### src/rtl/age_sched_pkg.sv
package age_sched_pkg;

    // Default slot count of the scheduler.
    localparam int unsigned SCHED_ENTRIES = 8;

    // Width of a binary slot index for a given slot count.
    function automatic int unsigned idx_width(input int unsigned entries);
        return (entries > 1) ? $clog2(entries) : 1;
    endfunction

    // Select the phase of a slot within one cycle, used for readability.
    typedef enum logic [1:0] {
        SLOT_FREE    = 2'd0,
        SLOT_WAITING = 2'd1,
        SLOT_READY   = 2'd2
    } slot_phase_e;

endpackage

### src/rtl/age_sched_occupancy.sv
module age_sched_occupancy
    import age_sched_pkg::*;
#(
    parameter int unsigned NUM_ENTRIES = SCHED_ENTRIES,
    localparam int unsigned IDX_W      = idx_width(NUM_ENTRIES)
) (
    input  logic                   clk,
    input  logic                   rst,
    input  logic                   alloc_vld,
    input  logic [IDX_W-1:0]       alloc_idx,
    input  logic                   gnt_vld,
    input  logic [IDX_W-1:0]       gnt_idx,
    output logic [NUM_ENTRIES-1:0] busy
);

    localparam logic [NUM_ENTRIES-1:0] ONE = NUM_ENTRIES'(1);

    logic [NUM_ENTRIES-1:0] set_vec;
    logic [NUM_ENTRIES-1:0] clr_vec;
    logic [NUM_ENTRIES-1:0] busy_q;

    always_comb begin
        set_vec = alloc_vld ? (ONE << alloc_idx) : '0;
        clr_vec = gnt_vld   ? (ONE << gnt_idx)   : '0;
    end

    // Release on grant, occupy on allocate; the two never name the same
    // slot in one cycle because allocation must target a free slot.
    always_ff @(posedge clk) begin
        if (rst) begin
            busy_q <= '0;
        end else begin
            busy_q <= (busy_q & ~clr_vec) | set_vec;
        end
    end

    assign busy = busy_q;

endmodule

### src/rtl/age_sched_matrix.sv
module age_sched_matrix
    import age_sched_pkg::*;
#(
    parameter int unsigned NUM_ENTRIES = SCHED_ENTRIES,
    localparam int unsigned IDX_W      = idx_width(NUM_ENTRIES),
    localparam int unsigned CELLS      = NUM_ENTRIES * NUM_ENTRIES
) (
    input  logic                   clk,
    input  logic                   rst,
    input  logic                   alloc_vld,
    input  logic [IDX_W-1:0]       alloc_idx,
    input  logic [NUM_ENTRIES-1:0] busy,
    output logic [CELLS-1:0]       older_flat
);

    localparam logic [NUM_ENTRIES-1:0] ONE = NUM_ENTRIES'(1);

    logic [NUM_ENTRIES-1:0] new_col_mask;

    // Column of the slot being allocated: cleared in every other row.
    assign new_col_mask = alloc_vld ? ~(ONE << alloc_idx) : '1;

    for (genvar r = 0; r < NUM_ENTRIES; r++) begin : g_row
        localparam logic [NUM_ENTRIES-1:0] SELF = ONE << r;

        logic [NUM_ENTRIES-1:0] row_q;
        logic                   row_write;

        assign row_write = alloc_vld && (alloc_idx == IDX_W'(r));

        // A freshly allocated row records every slot occupied right now as
        // older. Bits of slots released later go stale but are masked by
        // the request vector in the picker and are cleared on reuse.
        always_ff @(posedge clk) begin
            if (rst) begin
                row_q <= '0;
            end else if (row_write) begin
                row_q <= busy & ~SELF;
            end else begin
                row_q <= row_q & new_col_mask;
            end
        end

        assign older_flat[r*NUM_ENTRIES +: NUM_ENTRIES] = row_q;
    end

endmodule

### src/rtl/age_sched_picker.sv
module age_sched_picker
    import age_sched_pkg::*;
#(
    parameter int unsigned NUM_ENTRIES = SCHED_ENTRIES,
    localparam int unsigned IDX_W      = idx_width(NUM_ENTRIES),
    localparam int unsigned CELLS      = NUM_ENTRIES * NUM_ENTRIES
) (
    input  logic [NUM_ENTRIES-1:0] busy,
    input  logic [NUM_ENTRIES-1:0] rdy,
    input  logic [CELLS-1:0]       older_flat,
    output logic [NUM_ENTRIES-1:0] gnt_vec,
    output logic                   gnt_vld,
    output logic [IDX_W-1:0]       gnt_idx
);

    localparam logic [NUM_ENTRIES-1:0] ONE = NUM_ENTRIES'(1);

    logic [NUM_ENTRIES-1:0] req;
    slot_phase_e            phase [NUM_ENTRIES];

    // Readiness of a free slot is discarded here.
    assign req = busy & rdy;

    for (genvar e = 0; e < NUM_ENTRIES; e++) begin : g_slot
        localparam logic [NUM_ENTRIES-1:0] SELF = ONE << e;

        logic [NUM_ENTRIES-1:0] age_row;
        logic                   blocked;

        assign age_row = older_flat[e*NUM_ENTRIES +: NUM_ENTRIES];
        // Every request line fans out to every slot; the diagonal is ignored.
        assign blocked = |(age_row & req & ~SELF);

        always_comb begin
            if (!busy[e])      phase[e] = SLOT_FREE;
            else if (!rdy[e])  phase[e] = SLOT_WAITING;
            else               phase[e] = SLOT_READY;
        end

        assign gnt_vec[e] = (phase[e] == SLOT_READY) && !blocked;
    end

    assign gnt_vld = |gnt_vec;

    // One-hot to binary: OR of the indices of set bits.
    always_comb begin
        gnt_idx = '0;
        for (int e = 0; e < NUM_ENTRIES; e++) begin
            if (gnt_vec[e]) begin
                gnt_idx = gnt_idx | IDX_W'(e);
            end
        end
    end

endmodule

### src/rtl/age_sched.sv
module age_sched
    import age_sched_pkg::*;
#(
    parameter int unsigned NUM_ENTRIES = SCHED_ENTRIES,
    localparam int unsigned IDX_W      = idx_width(NUM_ENTRIES),
    localparam int unsigned CELLS      = NUM_ENTRIES * NUM_ENTRIES
) (
    input  logic                   clk,
    input  logic                   rst,
    input  logic                   alloc_vld,
    input  logic [IDX_W-1:0]       alloc_idx,
    input  logic [NUM_ENTRIES-1:0] entry_rdy,
    output logic                   gnt_vld,
    output logic [IDX_W-1:0]       gnt_idx,
    output logic [NUM_ENTRIES-1:0] entry_busy
);

    logic [NUM_ENTRIES-1:0] busy;
    logic [CELLS-1:0]       older_flat;
    logic [NUM_ENTRIES-1:0] gnt_vec;
    logic                   pick_vld;
    logic [IDX_W-1:0]       pick_idx;

    age_sched_occupancy #(.NUM_ENTRIES(NUM_ENTRIES)) u_occ (
        .clk       (clk),
        .rst       (rst),
        .alloc_vld (alloc_vld),
        .alloc_idx (alloc_idx),
        .gnt_vld   (pick_vld),
        .gnt_idx   (pick_idx),
        .busy      (busy)
    );

    age_sched_matrix #(.NUM_ENTRIES(NUM_ENTRIES)) u_mat (
        .clk        (clk),
        .rst        (rst),
        .alloc_vld  (alloc_vld),
        .alloc_idx  (alloc_idx),
        .busy       (busy),
        .older_flat (older_flat)
    );

    // Decided from registered state only, so a same-cycle allocation
    // cannot take part in this cycle's selection.
    age_sched_picker #(.NUM_ENTRIES(NUM_ENTRIES)) u_pick (
        .busy       (busy),
        .rdy        (entry_rdy),
        .older_flat (older_flat),
        .gnt_vec    (gnt_vec),
        .gnt_vld    (pick_vld),
        .gnt_idx    (pick_idx)
    );

    assign gnt_vld    = pick_vld;
    assign gnt_idx    = pick_idx;
    assign entry_busy = busy;

endmodule

### config.mk
export PLATFORM = sky130hd
export DESIGN_NAME = age_sched
export DESIGN_NICKNAME = d
export VERILOG_FILES = /design/src/rtl/age_sched_pkg.sv /design/src/rtl/age_sched_occupancy.sv /design/src/rtl/age_sched_matrix.sv /design/src/rtl/age_sched_picker.sv /design/src/rtl/age_sched.sv
export SDC_FILE = /design/constraint.sdc
export NUM_CORES = 1
export LEC_CHECK = 0
export ABC_AREA = 1
export BUFFER_PORTS_ARGS = -buffer_cell sky130_fd_sc_hd__buf_4
export CORE_MARGIN = 2
export CORE_UTILIZATION = 54
export CTS_BUF_LIST = sky130_fd_sc_hd__clkbuf_2 sky130_fd_sc_hd__clkbuf_4 sky130_fd_sc_hd__clkbuf_8
export CTS_CLUSTER_SIZE = 40
export DETAILED_ROUTE_END_ITERATION = 7
export HOLD_SLACK_MARGIN = 0.02
export PLACE_DENSITY_LB_ADDON = 0.3
export SLEW_MARGIN = 10
export SYNTH_ARGS = -nofsm -noshare
export SYNTH_HDL_FRONTEND = slang
export SYNTH_SLANG_ARGS = --single-unit
### constraint.sdc
create_clock -name clk -period 1.8 [get_ports clk]
set_clock_uncertainty 0.15 [all_clocks]
set_input_delay 0 -clock clk [delete_from_list [all_inputs] [get_ports clk]]
set_output_delay 0 -clock clk [all_outputs]
set_load 0.05 [all_outputs]
==> reports/qor.csv, run 1 <==
metric;value;unit
top flip-flop cell by instance count after synthesis;sky130_fd_sc_hd__dfxtp_1;
RSZ-0062 raised after global routing;yes;
Via density;6.16;
sum of negative setup slack;-0.142;ns
number of DRC markers after the initial detailed-route iteration;691;
DIE AREA;6670;um2
class of the tightest hold or removal check;in -> reg;
antenna violations before repair;0;
overflow left after global routing;0;
sequential share of the synthesized area;0.393;
maximum number of pins on one net before global-route repair;30;
FF+latch area;1310;um2
First-pass DRT Iterations;8;
effective utilization at floorplan;0.554;
routed vias;3809;
register-to-register setup slack;-0.04;ns
cell with the biggest individual delay on the critical path;sky130_fd_sc_hd__dfxtp_4;
fmax;542;MHz
I/O pin total;26;
Unique masters post-synth;24;
list of most frequent post-synthesis cells;sky130_fd_sc_hd__nand2_1 (109), sky130_fd_sc_hd__dfxtp_1 (64), sky130_fd_sc_hd__nand3_1 (56), sky130_fd_sc_hd__a21oi_1 (54), sky130_fd_sc_hd__nor2_1 (45);
beginning of the worst register-to-register path;u_occ.busy[7];
share of the synthesized area in the top cell type;0.393;
critical path class;reg -> reg;
worst endpoint data arrival time;1.92;ns
clock transition at the registers of the reported paths;0.07;ns
total clock buffers created by CTS;9;
area taken by multi-input logic gates;1840;um2
dominant cells by area after synthesis;sky130_fd_sc_hd__dfxtp_1 (39%), sky130_fd_sc_hd__nand2_1 (13%), sky130_fd_sc_hd__nand3_1 (8.6%), sky130_fd_sc_hd__a21oi_1 (8.3%), sky130_fd_sc_hd__nor2_1 (5.2%);
number of global-route vias before repair;3377;
post-synth net total;482;
die boundary height;81.7;um
Post-Place Cell Area;3450;um2
Post-synth EDFFs;0;
endpoints failing setup;5;
crit-path max cell delay;0.42;ns
count of yosys warnings during synthesis;0;
pin slew with the least headroom to its limit;0.563;ns
failing checks;negative hold slack, negative setup slack;
Final Hold Fails;1;
result of the run;complete, but fails checks;
maximum fanout count along the critical path;7;
depth of the worst register-to-register path;13;
global-route usage over all layers;0.347;
buffers from clock root to sink, at most;2;
count leader, synth;sky130_fd_sc_hd__nand2_1;
max-slew headroom at the worst pin;0.624;
endpoint of the lowest-slack register-to-register path;u_occ.busy[3];
post-route standard cell area excluding fillers;4350;um2
Hold Worst Slack;-0.0137;ns
placed wire-length estimate;6.41;mm
peak supply drop;0.000501;V
Layout Nets;552;
Static Leak;0.00181;uW
Post-Syn Instances;468;
crit start category;flop;
Pwr per Cell Area;758;nW/um2
routed len/inst;19.2;um
Clock Sink Count;64;
P&R area growth vs syn;33.5;%
most used cell along the critical path;sky130_fd_sc_hd__nand2_2;
TritonCTS clock tree;yes;
Synth Area per Inst;6.96;um2
Antenna Nets Post-Route;0;
biggest area consumer among synthesized cells;sky130_fd_sc_hd__dfxtp_1;
Clock Tree Root;sky130_fd_sc_hd__clkbuf_8;
total of flip-flops plus latches after synthesis;64;
level count of the clock H-tree;3;
RePlAce Congestion;0.884;
standard-cell rows;28;
critical hold path startpoint;alloc_idx[2];
clock latency on the worst-skew pair;0.35;ns
data required time at the worst endpoint;1.88;ns
final cycle utilization of the critical path;1.02;
IO buf count;25;
first-pass GRT wire length;17.0;mm
capturing element type of the critical path;flop;
shortest clock period the worst path allows after layout;1.84;ns
cell depth of the worst min-delay path;5;
total DRC errors in the routed layout;0;
sequence of cells on the critical path;nand2_2 -> inv_2 -> nand2_2 -> nor2_4 -> nand2_2 -> buf_6 -> nand2_4 -> buf_4 -> nor2_2 -> nor2_2 -> nand2_1 -> nand2_2 -> a21oi_2;
Final Max Tran Viols;0;
count of fill cells added during filler insertion;412;
Core Area;5890;um2
share of flip-flops with an asynchronous set or reset;0;
layout cells sized above 1;0.361;
sum of routed wire length over all layers;11.8;mm
worst hold endpoint;u_mat.g_row[3].row_q[0];
area of the mapped netlist;3260;um2
min setup slack post-route;-0.0445;ns
die width;81.7;um
# Max-Cap Violations;0;
diode count;0;
==> layout by cell type, fill, tap and decap left out <==
| cell | synthesis | final |
|---|---|---|
| sky130_fd_sc_hd__nor3_1 | 3 | 3 |
| sky130_fd_sc_hd__buf_8 | 0 | 2 |
| sky130_fd_sc_hd__clkbuf_4 | 0 | 1 |
| sky130_fd_sc_hd__buf_12 | 0 | 1 |
| sky130_fd_sc_hd__clkbuf_8 | 0 | 12 |
| sky130_fd_sc_hd__a21oi_1 | 54 | 54 |
| sky130_fd_sc_hd__buf_2 | 15 | 3 |
| sky130_fd_sc_hd__inv_4 | 0 | 3 |
| sky130_fd_sc_hd__dlygate4sd3_1 | 0 | 11 |
| sky130_fd_sc_hd__nor2_2 | 9 | 13 |
| sky130_fd_sc_hd__nor2_4 | 3 | 8 |
| sky130_fd_sc_hd__buf_6 | 8 | 12 |
| sky130_fd_sc_hd__clkinv_1 | 5 | 4 |
| sky130_fd_sc_hd__nor2_1 | 45 | 36 |
| sky130_fd_sc_hd__bufinv_16 | 0 | 1 |
| sky130_fd_sc_hd__dfxtp_1 | 64 | 56 |
| sky130_fd_sc_hd__a211oi_1 | 4 | 4 |
| sky130_fd_sc_hd__o21ai_2 | 1 | 1 |
| sky130_fd_sc_hd__nand2_2 | 6 | 29 |
| sky130_fd_sc_hd__nand2_1 | 109 | 83 |
| sky130_fd_sc_hd__o21ai_0 | 33 | 33 |
| sky130_fd_sc_hd__dfxtp_4 | 0 | 8 |
| sky130_fd_sc_hd__clkinv_2 | 0 | 2 |
| sky130_fd_sc_hd__inv_1 | 13 | 12 |
| sky130_fd_sc_hd__o21ai_1 | 5 | 5 |
| sky130_fd_sc_hd__nand3_1 | 56 | 46 |
| sky130_fd_sc_hd__nand2_4 | 4 | 7 |
| sky130_fd_sc_hd__buf_4 | 3 | 63 |
| sky130_fd_sc_hd__inv_2 | 10 | 9 |
| sky130_fd_sc_hd__nand3_2 | 4 | 14 |
| sky130_fd_sc_hd__nor2_8 | 1 | 1 |
| sky130_fd_sc_hd__a21oi_2 | 6 | 6 |
==> registers in the layout (all words and copies together) (netlist names) <==
signal	cells
u_mat.g_row.row_q	56
u_occ.busy	8
==> report_power, final <==
part           internal (uW)  switching (uW)  total (uW)  leakage, uW
registers               1440            35.3        1480     0.000525
logic                    180             298         478      0.00117
clock network            765             575        1340     0.000113
total                   2390             908        3300      0.00181
==> metrics by stage <==
step,util,instances,total power (uW),worst slack (ns)
after floorplan,-,468,1760,0.0115
after global placement,0.586,548,1860,0.0693
after detailed placement,0.586,548,1860,0.0528
after CTS,0.692,604,3220,-0.00353
after global routing,0.739,618,3380,-0.0937
final,0.739,618,3300,-0.0445
==> cell type report <==
| type | count | share of cell area |
|---|---|---|
| Timing Repair Buffer | 92 | 0.180 |
| Tap cell | 75 | 0.0216 |
| Inverter | 28 | 0.0259 |
| Clock buffer | 13 | 0.0397 |
| Clock inverter | 3 | 0.00921 |
| Sequential cell | 64 | 0.301 |
| Multi-Input combinational cell | 343 | 0.422 |
==> per-layer routing <==
| metal | GRT usage | share of wire | wire (um) |
|---|---|---|---|
| met5 | 0 | 0 | 0 |
| met4 | 0.185 | 0.066 | 778 |
| met3 | 0.0945 | 0.12 | 1480 |
| met2 | 0.533 | 0.44 | 5160 |
| met1 | 0.444 | 0.37 | 4430 |
==> worst max path at each step <==
stage | start | cells past startpoint | slack (ns) | to
floorplan | u_occ.busy[7] | 12 | 0.01 | u_occ.busy[6]
global placement | u_occ.busy[0] | 11 | 0.07 | u_occ.busy[0]
detailed placement | u_occ.busy[0] | 11 | 0.05 | u_occ.busy[0]
CTS | u_occ.busy[1] | 11 | -0.004 | gnt_vld
global route | u_occ.busy[7] | 13 | -0.09 | u_occ.busy[3]
finish | u_occ.busy[7] | 13 | -0.04 | u_occ.busy[3]
==> critical path: cells and delay by family, from the launching register on <==
family	cells	cell delay, ns
AOI/OAI and AO/OA	1	0.05
buffers and inverters	3	0.30
DFF	1	0.42
and+or+nand+nor	9	0.81
==> cells by family after synthesis <==
group / after synthesis / synth area share
compound gates: 103 / 0.169
buf+inv: 61 / 0.0979
simple gates: 240 / 0.339
flops: 64 / 0.393
==> repair_timing <==
action,4_1_cts,5_1_grt
setup buffers,29,14
gates cloned,0,0
endpoints found under the hold margin,51,0
endpoints found under the setup margin,4,15
hold buffers,11,0
pin swaps,16,25
resized for setup,27,56
No activity file was read; power rests on OpenSTA's default activity.
==> run 2, diff against run 1 <==
--- a/config.mk
+++ b/config.mk
@@ -8,12 +8,12 @@
 export ABC_AREA = 1
 export BUFFER_PORTS_ARGS = -buffer_cell sky130_fd_sc_hd__buf_4
 export CORE_MARGIN = 2
-export CORE_UTILIZATION = 54
+export CORE_UTILIZATION = 40
 export CTS_BUF_LIST = sky130_fd_sc_hd__clkbuf_2 sky130_fd_sc_hd__clkbuf_4 sky130_fd_sc_hd__clkbuf_8
-export CTS_CLUSTER_SIZE = 40
 export DETAILED_ROUTE_END_ITERATION = 7
 export HOLD_SLACK_MARGIN = 0.02
 export PLACE_DENSITY_LB_ADDON = 0.3
+export RECOVER_POWER = 50
 export SLEW_MARGIN = 10
 export SYNTH_ARGS = -nofsm -noshare
 export SYNTH_HDL_FRONTEND = slang
==> reports/qor.csv, run 2 (synthesis gave the netlist of run 1 again) <==
metric;value;unit;change
crit start category;flop;;unchanged
Clock Sink Count;64;;unchanged
internal power component;2500;uW;was 2390 uW
endpoints failing setup;3;;was 5
commonest cells after routing, fill and taps aside;sky130_fd_sc_hd__nand2_1 (100), sky130_fd_sc_hd__dfxtp_1 (56), sky130_fd_sc_hd__nand3_1 (55), sky130_fd_sc_hd__buf_4 (55), sky130_fd_sc_hd__a21oi_1 (54);;was sky130_fd_sc_hd__nand2_1 (83), sky130_fd_sc_hd__buf_4 (63), sky130_fd_sc_hd__dfxtp_1 (56)
Via density;5.54;;was 6.16
clock transition at the registers of the reported paths;0.07;ns;about the same
worst endpoint data arrival time;1.69;ns;was 1.92 ns
Final Max Tran Viols;0;;unchanged
Clk pwr share;0.437;;was 0.406
beginning of the worst register-to-register path;u_occ.busy[7];;unchanged
final cycle utilization of the critical path;1.02;;about the same
DIE AREA;8880;um2;was 6670 um2
data required time at the worst endpoint;1.65;ns;was 1.88 ns
min setup slack post-route;-0.0351;ns;was -0.0445 ns
effective utilization at floorplan;0.417;;was 0.554
antenna violations before repair;0;;unchanged
post-layout total power;3400;uW;was 3300 uW
placed wire-length estimate;6.50;mm;was 6.41 mm
capturing element type of the critical path;primary output;;was flop
standard-cell rows;32;;was 28
First-pass DRT Iterations;6;;was 8
total DRC errors in the routed layout;0;;unchanged
total clock buffers created by CTS;9;;unchanged
depth of the worst register-to-register path;13;;unchanged
fmax;545;MHz;was 542 MHz
switching power total;902;uW;was 908 uW
maximum number of pins on one net before global-route repair;32;;was 30
# Max-Cap Violations;0;;unchanged
RePlAce Congestion;0.904;;was 0.884
register with the most flip-flops;u_mat.g_row.row_q;;unchanged
number of global-route vias before repair;3070;;was 3377
RSZ-0062 raised after global routing;yes;;unchanged
endpoint of the lowest-slack register-to-register path;u_occ.busy[3];;unchanged
peak supply drop;0.000367;V;was 0.000501 V
class of the tightest hold or removal check;in -> reg;;unchanged
number of flip-flops in the largest register;56;;unchanged
Pwr per Cell Area;820;nW/um2;was 758 nW/um2
layout cells sized above 1;0.283;;was 0.361
routed len/inst;17.2;um;was 19.2 um
register share of total power;0.435;;was 0.449
shortest clock period the worst path allows after layout;1.84;ns;about the same
TritonCTS clock tree;yes;;unchanged
maximum fanout count along the critical path;6;;was 7
buffers from clock root to sink, at most;2;;unchanged
Layout Nets;536;;was 552
routed vias;3487;;was 3809
I/O pin total;26;;unchanged
Clock Tree Root;sky130_fd_sc_hd__clkbuf_8;;unchanged
die width;94.3;um;was 81.7 um
overflow left after global routing;0;;unchanged
Antenna Nets Post-Route;0;;unchanged
max-slew headroom at the worst pin;0.605;;was 0.624
P&R area growth vs syn;27.3;%;was 33.5%
proportion of total power due to net switching;0.265;;was 0.276
Final Hold Fails;0;;was 1
IO buf count;25;;unchanged
Core Area;7810;um2;was 5890 um2
result of the run;complete, but fails checks;;unchanged
failing checks;negative setup slack;;was negative hold slack, negative setup slack
pin slew with the least headroom to its limit;0.595;ns;was 0.563 ns
Static Leak;0.00173;uW;was 0.00181 uW
sum of routed wire length over all layers;10.8;mm;was 11.8 mm
die boundary height;94.3;um;was 81.7 um
Comb power frac;0.128;;was 0.145
diode count;0;;unchanged
level count of the clock H-tree;3;;unchanged
startpoint of the most critical setup path;u_occ.busy[7];;unchanged
critical path class;reg -> out;;was reg -> reg
number of DRC markers after the initial detailed-route iteration;369;;was 691
clock latency on the worst-skew pair;0.35;ns;about the same
global-route usage over all layers;0.249;;was 0.347
most common cell after layout, fill and taps aside;sky130_fd_sc_hd__nand2_1;;unchanged
first-pass GRT wire length;16.7;mm;was 17.0 mm
end point of the critical path;gnt_idx[0];;was u_occ.busy[3]
register-to-register setup slack;0.08;ns;was -0.04 ns
pre-CTS setup slack;0.0121;ns;was 0.0528 ns
run 2: cell type report:
class | count | area, um2
clock inverters | 4 | 75.1
multi-input cells | 343 | 1730
repair buffers | 76 | 629
fillers | 749 | 3660
inverters | 28 | 108
clock buffers | 12 | 165
well taps | 102 | 128
flip-flops and latches | 64 | 1310
run 2: worst min path at each step:
stage                                  startpoint  depth (start not counted)                      end  slack (ns)
after floorplan                         alloc_vld                          3  u_mat.g_row[6].row_q[2]        0.05
after global placement                  alloc_vld                          4  u_mat.g_row[6].row_q[2]        0.20
after detailed placement                      rst                          4  u_mat.g_row[4].row_q[5]        0.21
after CTS                            entry_rdy[3]                          9            u_occ.busy[6]        0.28
after global routing      u_mat.g_row[4].row_q[5]                          2  u_mat.g_row[4].row_q[5]        0.33
final                                entry_rdy[3]                         10            u_occ.busy[4]        0.30
run 2: power by group through the flow:
stage | clock, uW | combinational, uW | sequential, uW
floorplan | 0 | 242 | 1520
global placement | 0 | 337 | 1520
detailed placement | 0 | 340 | 1530
CTS | 1490 | 408 | 1480
global route | 1570 | 466 | 1480
finish | 1490 | 435 | 1480
run 2: metrics by stage:
stage / hold slack, ns / cell area [um2] / utilization / setup TNS [ns] / std cells
floorplan: 0.0456 / 3290 / - / 0 / 468
global placement: 0.203 / 3480 / 0.445 / 0 / 574
detailed placement: 0.207 / 3480 / 0.445 / 0 / 574
CTS: 0.277 / 4040 / 0.517 / 0 / 621
global route: 0.329 / 4150 / 0.531 / -0.357 / 629
finish: 0.303 / 4150 / 0.531 / -0.0754 / 629
run 2: what timing repair did:
action / 4_1_cts / 5_1_grt
endpoints found under the hold margin: 22 / 0
pin swaps: 5 / 15
resized for setup: 19 / 24
hold buffers: 5 / 0
setup buffers: 26 / 8
setup endpoints to repair: 4 / 5
run 2: critical path, cell delays in order, from the launching register on:
cell and delay [ns]:
sky130_fd_sc_hd__dfxtp_4 0.40, sky130_fd_sc_hd__buf_6 0.15, sky130_fd_sc_hd__nand2_4 0.05, sky130_fd_sc_hd__inv_2 0.04
sky130_fd_sc_hd__nand2_1 0.04, sky130_fd_sc_hd__nor2_1 0.09, sky130_fd_sc_hd__nand2_1 0.08, sky130_fd_sc_hd__buf_4 0.14
sky130_fd_sc_hd__nand2_4 0.09, sky130_fd_sc_hd__nor2_8 0.05, sky130_fd_sc_hd__inv_1 0.06, sky130_fd_sc_hd__buf_6 0.15
run 2: layer usage:
metal	global-route usage	routed length [um]
met5	0	0
met3	0.0522	979
met4	0.0954	284
met2	0.377	4860
met1	0.347	4680
==> run 3, diff against run 2 <==
--- a/config.mk
+++ b/config.mk
@@ -7,11 +7,14 @@
 export LEC_CHECK = 0
 export ABC_AREA = 1
 export BUFFER_PORTS_ARGS = -buffer_cell sky130_fd_sc_hd__buf_4
+export CAP_MARGIN = 30
+export CORE_ASPECT_RATIO = 1.2
 export CORE_MARGIN = 2
 export CORE_UTILIZATION = 40
 export CTS_BUF_LIST = sky130_fd_sc_hd__clkbuf_2 sky130_fd_sc_hd__clkbuf_4 sky130_fd_sc_hd__clkbuf_8
 export DETAILED_ROUTE_END_ITERATION = 7
 export HOLD_SLACK_MARGIN = 0.02
+export MAX_ROUTING_LAYER = met4
 export PLACE_DENSITY_LB_ADDON = 0.3
 export RECOVER_POWER = 50
 export SLEW_MARGIN = 10
==> reports/qor.csv, run 3 (synthesis gave the netlist of run 1 again) <==
metric;value;unit;change
maximum fanout count along the critical path;5;;was 6
first-pass GRT wire length;16.5;mm;was 16.7 mm
level count of the clock H-tree;3;;unchanged
fmax;554;MHz;was 545 MHz
routed vias;3476;;was 3487
final cycle utilization of the critical path;1.00;;was 1.02
data required time at the worst endpoint;1.65;ns;about the same
DIE AREA;8890;um2;was 8880 um2
sum of routed wire length over all layers;11.2;mm;was 10.8 mm
area taken by multi-input logic gates;1770;um2;was 1730 um2
endpoints failing setup;1;;was 3
startpoint of the most critical setup path;u_occ.busy[2];;was u_occ.busy[7]
I/O pin total;26;;unchanged
register-to-register setup slack;0.04;ns;was 0.08 ns
overflow left after global routing;0;;unchanged
pre-CTS setup slack;-0.00984;ns;was 0.0121 ns
worst endpoint data arrival time;1.65;ns;was 1.69 ns
clock transition at the registers of the reported paths;0.07;ns;about the same
RSZ-0062 raised after global routing;yes;;unchanged
result of the run;complete, but fails checks;;unchanged
beginning of the worst register-to-register path;u_occ.busy[6];;was u_occ.busy[7]
placed wire-length estimate;7.11;mm;was 6.50 mm
Via density;5.51;;was 5.54
global-route usage over all layers;0.253;;was 0.249
P&R area growth vs syn;27.8;%;was 27.3%
Core Area;8020;um2;was 7810 um2
total DRC errors in the routed layout;0;;unchanged
Antenna Nets Post-Route;0;;unchanged
endpoint of the lowest-slack register-to-register path;u_occ.busy[3];;unchanged
cell depth of the worst min-delay path;9;;was 10
First-pass DRT Iterations;5;;was 6
Clock Sink Count;64;;unchanged
TritonCTS clock tree;yes;;unchanged
number of flip-flops in the largest register;56;;unchanged
instance count after placement with tap cells included;574;;unchanged
die width;86.4;um;was 94.3 um
max-slew headroom at the worst pin;0.595;;was 0.605
crit start category;flop;;unchanged
utilization of the core after routing;0.519;;was 0.531
number of DRC markers after the initial detailed-route iteration;311;;was 369
peak supply drop;0.000447;V;was 0.000367 V
Post-Place Cell Area;3520;um2;was 3480 um2
routed len/inst;17.7;um;was 17.2 um
shortest clock period the worst path allows after layout;1.80;ns;was 1.84 ns
Final Max Tran Viols;0;;unchanged
count of fill cells added during filler insertion;777;;was 749
Final Hold Fails;0;;unchanged
IO buf count;25;;unchanged
clock latency on the worst-skew pair;0.35;ns;about the same
non-filler cells in the finished layout;631;;was 629
post-route standard cell area excluding fillers;4160;um2;was 4150 um2
RePlAce Congestion;0.950;;was 0.904
worst hold endpoint;u_occ.busy[2];;was u_occ.busy[4]
register with the most flip-flops;u_mat.g_row.row_q;;unchanged
maximum number of pins on one net before global-route repair;30;;was 32
Layout Nets;547;;was 536
antenna violations before repair;0;;unchanged
most common cell after layout, fill and taps aside;sky130_fd_sc_hd__nand2_1;;unchanged
effective utilization at floorplan;0.406;;was 0.417
layout cells sized above 1;0.299;;was 0.283
capturing element type of the critical path;primary output;;unchanged
FF+latch area;1310;um2;unchanged
depth of the worst register-to-register path;12;;was 13
failing checks;negative setup slack;;unchanged
buffers from clock root to sink, at most;2;;unchanged
Clock Tree Root;sky130_fd_sc_hd__clkbuf_8;;unchanged
Pwr per Cell Area;749;nW/um2;was 820 nW/um2
pin slew with the least headroom to its limit;0.611;ns;was 0.595 ns
Static Leak;0.00172;uW;was 0.00173 uW
standard-cell rows;36;;was 32
# Max-Cap Violations;0;;unchanged
commonest cells after routing, fill and taps aside;sky130_fd_sc_hd__nand2_1 (95), sky130_fd_sc_hd__dfxtp_1 (56), sky130_fd_sc_hd__buf_4 (55);;was sky130_fd_sc_hd__nand2_1 (100), sky130_fd_sc_hd__dfxtp_1 (56), sky130_fd_sc_hd__nand3_1 (55), sky130_fd_sc_hd__buf_4 (55), sky130_fd_sc_hd__a21oi_1 (54)
total clock buffers created by CTS;9;;unchanged
diode count;0;;unchanged
sum of negative setup slack;-0.00380;ns;was -0.0754 ns
number of global-route vias before repair;3192;;was 3070
die boundary height;103;um;was 94.3 um
class of the tightest hold or removal check;in -> reg;;unchanged
min setup slack post-route;-0.00380;ns;was -0.0351 ns
critical hold path startpoint;entry_rdy[0];;was entry_rdy[3]
critical path class;reg -> out;;unchanged
[run 3: cell types whose count changed in the layout (fill, tap and decap cells not counted), moves of 3 or more]
cell	before	now
sky130_fd_sc_hd__clkbuf_1	5	11
sky130_fd_sc_hd__nand3_1	55	49
sky130_fd_sc_hd__nand3_2	5	11
sky130_fd_sc_hd__nand2_1	100	95
sky130_fd_sc_hd__nand2_2	12	17
sky130_fd_sc_hd__clkbuf_2	0	3
sky130_fd_sc_hd__inv_2	10	7
sky130_fd_sc_hd__nor2_2	9	12
[run 3: worst max-delay path, cell delays in order, from the launching register on]
cell and delay (ns):
sky130_fd_sc_hd__dfxtp_4 0.37, sky130_fd_sc_hd__buf_6 0.13, sky130_fd_sc_hd__nand3_2 0.05, sky130_fd_sc_hd__nand2_2 0.06, sky130_fd_sc_hd__nor2_4 0.14, sky130_fd_sc_hd__nand2_2 0.09, sky130_fd_sc_hd__nand2_2 0.07, sky130_fd_sc_hd__inv_2 0.05
sky130_fd_sc_hd__nand2_4 0.09, sky130_fd_sc_hd__inv_4 0.04, sky130_fd_sc_hd__nand2_4 0.05, sky130_fd_sc_hd__buf_8 0.14
[run 3: timing repair]
item,in CTS,in global routing
endpoints found under the hold margin,20,0
resized for setup,31,25
setup buffers,21,15
gates cloned,0,1
pin swaps,15,24
hold buffers,6,0
endpoints found under the setup margin,8,8
[run 3: power by group]
part	switching (uW)	internal [uW]	leakage, uW
clock	537	652	0.0000981
combinational	283	169	0.00109
sequential	34.4	1440	0.000525
total	855	2270	0.00172
[run 3: cell type report]
type,instances,area share
multi-input combinational,343,0.424
sequential,64,0.315
timing repair buffer,87,0.162
clock buffer,14,0.0448
tap,95,0.0285
inverter,28,0.0258
[run 3: how the worst max path moves through the flow]
| stage | endpoint | slack, ns |
|---|---|---|
| 5_1_grt | gnt_vld | -0.04 |
| 2_1_floorplan | u_occ.busy[6] | 0.01 |
| 3_5_place_dp | u_occ.busy[6] | -0.01 |
| 3_3_place_gp | u_occ.busy[6] | -0.005 |
| 4_1_cts | gnt_vld | 0.0004 |
| 6_report | gnt_vld | -0.004 |
[run 3: layer usage]
layer | up-vias | global-route usage | share of wire
li1 | 1657 | - | -
met1 | 1631 | 0.305 | 0.41
met2 | 156 | 0.417 | 0.50
met3 | 32 | 0.0360 | 0.064
met4 | 0 | 0.119 | 0.028
met5 | - | - | 0
[run 3: metrics by stage]
stage | hold slack, ns | power, uW
3_5_place_dp | 0.199 | 1880
6_report | 0.288 | 3120
5_1_grt | 0.345 | 3210
2_1_floorplan | 0.0456 | 1760
4_1_cts | 0.283 | 3090
3_3_place_gp | 0.192 | 1880
